$ cat src/rtl/pkt_pkg.sv
package pkt_pkg;
  localparam logic [3:0]  SYNC     = 4'b0001;
  localparam logic [15:0] FN_READ  = 16'h0009;
  localparam logic [15:0] FN_WRITE = 16'h000D;
  localparam logic [15:0] HS_ACK   = 16'h0002;
  localparam logic [15:0] HS_NACK  = 16'h000A;

  typedef enum logic [2:0] {
    S_IDLE, S_TOK, S_WDATA, S_WLAST, S_RESP, S_RDATA, S_HSK, S_HEND
  } state_t;

  function automatic logic [4:0] crc5(input logic [22:0] d);
    logic [4:0] c;
    logic fb;
    c = 5'h1f;
    for (int i = 22; i >= 0; i--) begin
      fb = c[4] ^ d[i];
      c  = {c[3:0], 1'b0} ^ (fb ? 5'b00101 : 5'b00000);
    end
    return ~c;
  endfunction

  function automatic logic [31:0] make_pkt(input logic [2:0] num, input logic [3:0] addr,
                                           input logic [15:0] field);
    return {SYNC, num, addr, field, crc5({num, addr, field})};
  endfunction
endpackage

$ cat src/rtl/pkt_fifo.sv
module pkt_fifo #(
  parameter int DW    = 16,
  parameter int DEPTH = 8
) (
  input  logic          clk_i,
  input  logic          rst_ni,
  input  logic          push_i,
  input  logic [DW-1:0] data_i,
  input  logic          pop_i,
  output logic [DW-1:0] data_o,
  output logic          full_o,
  output logic          empty_o
);
  localparam int AW = $clog2(DEPTH);

  logic [DW-1:0] mem_q [DEPTH];
  logic [AW-1:0] wp_q, rp_q;
  logic [AW:0]   cnt_q;
  logic do_push, do_pop;

  assign full_o  = (cnt_q == (AW+1)'(DEPTH));
  assign empty_o = (cnt_q == '0);
  assign do_push = push_i && !full_o;
  assign do_pop  = pop_i && !empty_o;
  assign data_o  = mem_q[rp_q];

  always_ff @(posedge clk_i) if (do_push) mem_q[wp_q] <= data_i;

  always_ff @(posedge clk_i or negedge rst_ni) begin
    if (!rst_ni) begin
      wp_q <= '0; rp_q <= '0; cnt_q <= '0;
    end else begin
      if (do_push) wp_q <= wp_q + 1'b1;
      if (do_pop)  rp_q <= rp_q + 1'b1;
      cnt_q <= cnt_q + (AW+1)'(do_push) - (AW+1)'(do_pop);
    end
  end

  // occupancy stays within depth
  assert_fifo_bound_R4: assert property (@(posedge clk_i) disable iff (!rst_ni)
    cnt_q <= (AW+1)'(DEPTH));
endmodule

$ cat src/rtl/pkt_ser_tx.sv
module pkt_ser_tx #(
  parameter int W = 32
) (
  input  logic         clk_i,
  input  logic         rst_ni,
  input  logic         load_i,
  input  logic [W-1:0] word_i,
  output logic         idle_o,
  output logic         bit_o,
  output logic         en_o
);
  localparam int CW = $clog2(W+1);

  logic [W-1:0] sh_q;
  logic [CW-1:0] cnt_q;

  assign idle_o = (cnt_q == '0);
  assign en_o   = !idle_o;
  assign bit_o  = sh_q[W-1];

  always_ff @(posedge clk_i or negedge rst_ni) begin
    if (!rst_ni) begin
      sh_q <= '0; cnt_q <= '0;
    end else if (load_i && idle_o) begin
      sh_q <= word_i; cnt_q <= CW'(W);
    end else if (!idle_o) begin
      sh_q <= {sh_q[W-2:0], 1'b0}; cnt_q <= cnt_q - 1'b1;
    end
  end

  // a started packet is sent without gaps
  assert_tx_contig_R1: assert property (@(posedge clk_i) disable iff (!rst_ni)
    (en_o && cnt_q != CW'(1)) |=> en_o);
endmodule

$ cat src/rtl/pkt_ser_rx.sv
module pkt_ser_rx #(
  parameter int W = 32
) (
  input  logic         clk_i,
  input  logic         rst_ni,
  input  logic         bit_i,
  input  logic         vld_i,
  output logic [W-1:0] word_o,
  output logic         word_vld_o,
  output logic         active_o
);
  localparam int CW = $clog2(W);

  logic [W-2:0] sh_q;
  logic [CW-1:0] cnt_q;

  assign active_o = vld_i || (cnt_q != '0);

  always_ff @(posedge clk_i or negedge rst_ni) begin
    if (!rst_ni) begin
      sh_q <= '0; cnt_q <= '0; word_o <= '0; word_vld_o <= 1'b0;
    end else begin
      word_vld_o <= 1'b0;
      if (vld_i) begin
        sh_q  <= {sh_q[W-3:0], bit_i};
        cnt_q <= cnt_q + 1'b1;
        if (cnt_q == CW'(W-1)) begin
          word_o     <= {sh_q, bit_i};
          word_vld_o <= 1'b1;
        end
      end
    end
  end
endmodule

$ cat src/rtl/pkt_host_link.sv
module pkt_host_link
  import pkt_pkg::*;
#(
  parameter int TMO_BITS   = 18,
  parameter int GUARD_BITS = 18,
  parameter int FIFO_DEPTH = 8,
  parameter int FRAME_PKTS = 8
) (
  input  logic        clk_i,
  input  logic        rst_ni,
  input  logic        cmd_go_i,
  input  logic        cmd_wr_i,
  input  logic [3:0]  cmd_addr_i,
  output logic        busy_o,
  output logic        done_o,
  output logic        ack_o,
  output logic        err_crc_o,
  output logic        err_seq_o,
  output logic        err_tmo_o,
  input  logic        txf_push_i,
  input  logic [15:0] txf_data_i,
  output logic        txf_full_o,
  input  logic        rxf_pop_i,
  output logic [15:0] rxf_data_o,
  output logic        rxf_empty_o,
  output logic        ser_tx_o,
  output logic        ser_tx_en_o,
  input  logic        ser_rx_i,
  input  logic        ser_rx_vld_i
);
  localparam int TW   = $clog2(TMO_BITS + 1);
  localparam int GW   = $clog2(GUARD_BITS + 1);
  localparam logic [2:0] LAST = 3'(FRAME_PKTS - 1);

  state_t state_q;
  logic [2:0]  idx_q;
  logic [TW-1:0] tmo_q;
  logic [GW-1:0] guard_q;
  logic start_q, wr_q, done_q, ack_q, ecrc_q, eseq_q, etmo_q;
  logic [3:0] addr_q;

  logic tx_load, tx_idle, txf_pop, txf_empty, rxf_push;
  logic [31:0] tx_word, rx_word;
  logic rx_wv, rx_active, rx_ok;
  logic [15:0] txf_rdata;

  pkt_fifo #(.DW(16), .DEPTH(FIFO_DEPTH)) u_txf (
    .clk_i, .rst_ni, .push_i(txf_push_i), .data_i(txf_data_i), .pop_i(txf_pop),
    .data_o(txf_rdata), .full_o(txf_full_o), .empty_o(txf_empty));

  pkt_fifo #(.DW(16), .DEPTH(FIFO_DEPTH)) u_rxf (
    .clk_i, .rst_ni, .push_i(rxf_push), .data_i(rx_word[20:5]), .pop_i(rxf_pop_i),
    .data_o(rxf_data_o), .full_o(), .empty_o(rxf_empty_o));

  pkt_ser_tx #(.W(32)) u_tx (
    .clk_i, .rst_ni, .load_i(tx_load), .word_i(tx_word), .idle_o(tx_idle),
    .bit_o(ser_tx_o), .en_o(ser_tx_en_o));

  pkt_ser_rx #(.W(32)) u_rx (
    .clk_i, .rst_ni, .bit_i(ser_rx_i), .vld_i(ser_rx_vld_i), .word_o(rx_word),
    .word_vld_o(rx_wv), .active_o(rx_active));

  assign rx_ok = (rx_word[31:28] == SYNC) && (crc5(rx_word[27:5]) == rx_word[4:0]);

  always_comb begin
    tx_load = 1'b0; tx_word = '0; txf_pop = 1'b0; rxf_push = 1'b0;
    unique case (state_q)
      S_IDLE: if (start_q && guard_q == '0) begin
        tx_load = 1'b1;
        tx_word = make_pkt(3'd0, addr_q, wr_q ? FN_WRITE : FN_READ);
      end
      S_WDATA: if (tx_idle && !txf_empty) begin
        tx_load = 1'b1; txf_pop = 1'b1;
        tx_word = make_pkt(idx_q, addr_q, txf_rdata);
      end
      S_RDATA: rxf_push = rx_wv && rx_ok && (rx_word[27:25] == idx_q);
      S_HSK: begin
        tx_load = 1'b1;
        tx_word = make_pkt(3'd0, addr_q, (ecrc_q || eseq_q) ? HS_NACK : HS_ACK);
      end
      default: ;
    endcase
  end

  always_ff @(posedge clk_i or negedge rst_ni) begin
    if (!rst_ni) begin
      state_q <= S_IDLE; idx_q <= '0; tmo_q <= '0; guard_q <= '0;
      start_q <= 1'b0; wr_q <= 1'b0; addr_q <= '0;
      done_q <= 1'b0; ack_q <= 1'b0; ecrc_q <= 1'b0; eseq_q <= 1'b0; etmo_q <= 1'b0;
    end else begin
      if (cmd_go_i && !start_q) begin
        start_q <= 1'b1; wr_q <= cmd_wr_i; addr_q <= cmd_addr_i;
        done_q <= 1'b0; ack_q <= 1'b0; ecrc_q <= 1'b0; eseq_q <= 1'b0; etmo_q <= 1'b0;
      end
      if (state_q == S_IDLE && guard_q != '0) guard_q <= guard_q - 1'b1;
      unique case (state_q)
        S_IDLE: if (tx_load) state_q <= S_TOK;
        S_TOK: if (tx_idle) begin
          idx_q <= '0; tmo_q <= '0;
          state_q <= wr_q ? S_WDATA : S_RDATA;
        end
        S_WDATA: if (tx_load) begin
          idx_q <= idx_q + 1'b1;
          if (idx_q == LAST) state_q <= S_WLAST;
        end
        S_WLAST: if (tx_idle) begin tmo_q <= '0; state_q <= S_RESP; end
        S_RESP, S_RDATA: begin
          if (rx_wv) begin
            tmo_q <= '0;
            if (state_q == S_RESP) begin
              ecrc_q <= !rx_ok;
              ack_q  <= rx_ok && (rx_word[20:5] == HS_ACK);
              state_q <= S_IDLE; done_q <= 1'b1; start_q <= 1'b0;
              guard_q <= GW'(GUARD_BITS);
            end else begin
              if (!rx_ok) ecrc_q <= 1'b1;
              else if (rx_word[27:25] != idx_q) eseq_q <= 1'b1;
              idx_q <= idx_q + 1'b1;
              if (idx_q == LAST) state_q <= S_HSK;
            end
          end else if (!rx_active) begin
            if (tmo_q == TW'(TMO_BITS - 1)) begin
              etmo_q <= 1'b1; state_q <= S_IDLE; done_q <= 1'b1; start_q <= 1'b0;
              guard_q <= GW'(GUARD_BITS);
            end else tmo_q <= tmo_q + 1'b1;
          end
        end
        S_HSK: begin ack_q <= !(ecrc_q || eseq_q); state_q <= S_HEND; end
        S_HEND: if (tx_idle) begin
          state_q <= S_IDLE; done_q <= 1'b1; start_q <= 1'b0;
          guard_q <= GW'(GUARD_BITS);
        end
        default: state_q <= S_IDLE;
      endcase
    end
  end

  assign busy_o    = start_q;
  assign done_o    = done_q;
  assign ack_o     = ack_q;
  assign err_crc_o = ecrc_q;
  assign err_seq_o = eseq_q;
  assign err_tmo_o = etmo_q;

  // start bit only drops together with completion
  assert_done_on_clear_R10: assert property (@(posedge clk_i) disable iff (!rst_ni)
    $fell(start_q) |-> done_q);
  // timeout only fires on a silent receive line
  assert_tmo_silent_R9: assert property (@(posedge clk_i) disable iff (!rst_ni)
    $rose(etmo_q) |-> $past(!rx_active));
  // ACK outcome never coexists with an error flag
  assert_ack_clean_R5: assert property (@(posedge clk_i) disable iff (!rst_ni)
    $rose(done_q) |-> !(ack_q && (ecrc_q || eseq_q || etmo_q)));
  // handshake only follows the read data phase
  assert_hsk_after_read_R8: assert property (@(posedge clk_i) disable iff (!rst_ni)
    (state_q == S_HSK) |-> $past(state_q) == S_RDATA);
  // no transmission starts inside the guard interval
  assert_guard_R11: assert property (@(posedge clk_i) disable iff (!rst_ni)
    $rose(ser_tx_en_o) |-> $past(guard_q) == '0);
endmodule

$ cat config.mk
export PLATFORM = sky130hd
export DESIGN_NAME = pkt_host_link
export DESIGN_NICKNAME = d
export VERILOG_FILES = /design/src/rtl/pkt_pkg.sv /design/src/rtl/pkt_fifo.sv /design/src/rtl/pkt_ser_tx.sv /design/src/rtl/pkt_ser_rx.sv /design/src/rtl/pkt_host_link.sv
export SDC_FILE = /design/constraint.sdc
export NUM_CORES = 1
export LEC_CHECK = 0
export ABC_AREA = 1
export ABC_CLOCK_PERIOD_IN_PS = 5530
export BUFFER_PORTS_ARGS = -buffer_cell sky130_fd_sc_hd__buf_2
export CORE_UTILIZATION = 63
export CTS_CLUSTER_SIZE = 28
export DETAILED_ROUTE_END_ITERATION = 8
export PLACE_DENSITY = 0.78
export SLEW_MARGIN = 20
export SYNTH_ARGS = -nofsm -noshare
export SYNTH_HDL_FRONTEND = slang
export SYNTH_HIERARCHICAL = 1
export SYNTH_SLANG_ARGS = --single-unit
$ cat constraint.sdc
create_clock -name clk_i -period 5.53 [get_ports clk_i]
set_clock_uncertainty 0.15 [all_clocks]
set_input_delay 0 -clock clk_i [delete_from_list [all_inputs] [get_ports clk_i]]
set_output_delay 0 -clock clk_i [all_outputs]
set_load 0.005 [all_outputs]
==> impl_metrics.json <==
{
  "status": "complete, but fails checks",
  "violations": "negative hold slack",
  "rsz0062_at_grt": "false",
  "grt_max_degree": 102,
  "cell_internal_pwr_mw": 7.58,
  "post_cts.repair.setup_buffers": 0,
  "holdWs_ns": -0.0234,
  "gr-total-overflow": 0,
  "portBuffers": 53,
  "drt_iter0_drc": 1265,
  "grt_first_pass_wirelength_um": 71400,
  "power_density_nw_per_um2": 604,
  "timing.fmax_mhz": 222,
  "cap_violations": 0,
  "grt_pass1_vias": 14700,
  "cp-start-kind": "register",
  "r2r_setup_slack_ns": 1.02,
  "fp.dieW_um": 181,
  "cp_slowest_cell": "dfrtp_1",
  "power_frac_comb_pct": 47.7,
  "cp.required_ns": 5.82,
  "cts_made_buffers": 42,
  "hold_path_class": "input port to async pin",
  "ctsHoldBuffers": 36,
  "fin_crit_ns": 4.51,
  "cts_tree": "yes",
  "synth_warnings": 6,
  "path_class": "register to register",
  "cpPeakStageDelay_ns": 0.51,
  "finalSetupViolations": 0,
  "ir_worst_vdd_uv": 622,
  "cts-root-buf": "clkbuf_16",
  "final_layout_size_suffix_gt1_share_pct": 8.12,
  "cts_buffer_depth": 3,
  "rows": 65,
  "dpl.hpwl_um": 26000,
  "grt_use_total_pct": 27.2,
  "fillers": 2311,
  "finalSetupTns_ns": 0,
  "ant_nets": 0,
  "initial_core_util_pct": 63.9,
  "die-area_sq_um": 32700,
  "ioPinCount": 54,
  "dpl_cell_area_sq_um": 20600,
  "p_leak_nw": 10.7,
  "cp_max_fo": 13,
  "p_seq_share_pct": 31.7,
  "power_switching_share_pct": 43.9,
  "worstSkewPairLatency_ns": 0.55,
  "slew_headroom_pct": 36.3,
  "clkSlewWorstSetupHoldPaths_ns": 0.06,
  "critPathMostFrequentCell": "nand2_1",
  "core_region_area_sq_um": 31600,
  "syn_area_per_cell_sq_um": 8.83,
  "diodes": 0,
  "p_clk_share_pct": 20.6,
  "seq_area_sq_um": 11500,
  "min_period_over_period_pct": 81.6,
  "viasPerCell": 5.38,
  "layout_commonest_cell": "nand2_1",
  "vias": 15000,
  "fin_nets": 2412,
  "ctsResizeCount": 0,
  "layout_common_cells": "nand2_1, inv_1, edfxtp_1",
  "remaining_drc_errors": 0,
  "cts_max_level": 2,
  "multi_input_area_sq_um": 6510,
  "drtPass1Iterations": 5,
  "finish.instance_area_sq_um": 22400,
  "wirelength_um": 43800,
  "synth_area_sq_um": 20200,
  "p_switching_mw": 5.94,
  "finalHoldViolCount": 22,
  "slew_viol_final": 0,
  "gp_congestion": 0.861,
  "syn_to_final_growth_pct": 10.9,
  "end_kind": "register",
  "antenna_found_initial": 0,
  "cts.sinks": 410,
  "die_y_um": 181,
  "crit_arrival_ns": 4.80,
  "wl_per_cell_um": 15.7,
  "worst_pin_slew_ns": 0.949,
  "synth_cells": 2284
}
-- critical path, delay by kind of cell, from the launching register on --
kind | cells | cell delay, ns
XOR/XNOR | 1 | 0.25
AND/OR/NAND/NOR | 20 | 2.16
buffers and inverters | 5 | 0.39
adder cells (fa/ha/maj) | 3 | 0.92
flip-flops | 1 | 0.51
-- worst paths after layout --
kind | start | to | cells after the start
worst min-delay path | rst_ni | u_rx/word_o[31] | 2
worst min register to register | guard_q[3] | guard_q[3] | 1
max in group asynchronous | rst_ni | u_txf/cnt_q[2] | 3
worst max register to register | u_rx/word_o[20] | u_rxf/cnt_q[1] | 29
min in group clk_i | ser_rx_i | u_rx/word_o[0] | 4
worst max-delay path | u_rx/word_o[20] | u_rxf/cnt_q[1] | 29
-- layer usage --
metal	global-route usage (%)	share of wire [%]	wire length [um]
met2	47.8	50	22000
met5	0	0	0
met3	3.75	5.9	2570
met4	10.3	3.1	1340
met1	34.2	41	17900
-- cell type report --
type / instances / share of cell area, %
Timing Repair Buffer: 116 / 3.75
Clock buffer: 53 / 5.30
Sequential cell: 410 / 51.6
Tap cell: 402 / 2.25
Clock inverter: 24 / 0.839
Inverter: 424 / 7.12
Multi-Input combinational cell: 1363 / 29.1
-- stage by stage --
step | utilization [%] | instances | hold slack, ns | setup slack, ns | power, mW
floorplan | - | 2286 | -0.446 | 1.29 | 9.27
global placement | 65.3 | 2678 | 0.0163 | 1.20 | 10.3
detailed placement | 65.3 | 2678 | 0.0155 | 1.04 | 10.6
CTS | 70.8 | 2791 | 0.0146 | 0.996 | 13.5
global route | 70.9 | 2792 | 0.0714 | 0.453 | 14.6
finish | 70.9 | 2792 | -0.0234 | 1.02 | 13.5
-- power groups by stage --
stage          clock, mW  combinational [mW]  sequential, mW
2_1_floorplan          0                5.15            4.12
4_1_cts             2.82                6.38            4.28
5_1_grt             2.93                7.32            4.35
3_3_place_gp           0                6.01            4.31
6_report            2.79                6.45            4.28
3_5_place_dp           0                6.26            4.34
-- flip-flops by register name, indices dropped and copies added (netlist names), 4 cells and up --
signal       flops
u_rxf/mem_q    128
u_rx/word_o     32
guard_q          5
u_tx/sh_q       32
addr_q           4
u_txf/mem_q    128
u_rxf/cnt_q      4
u_txf/cnt_q      4
u_rx/sh_q       31
u_rx/cnt_q       5
tmo_q            5
u_tx/cnt_q       6
Power figures use the tool's default switching activity.
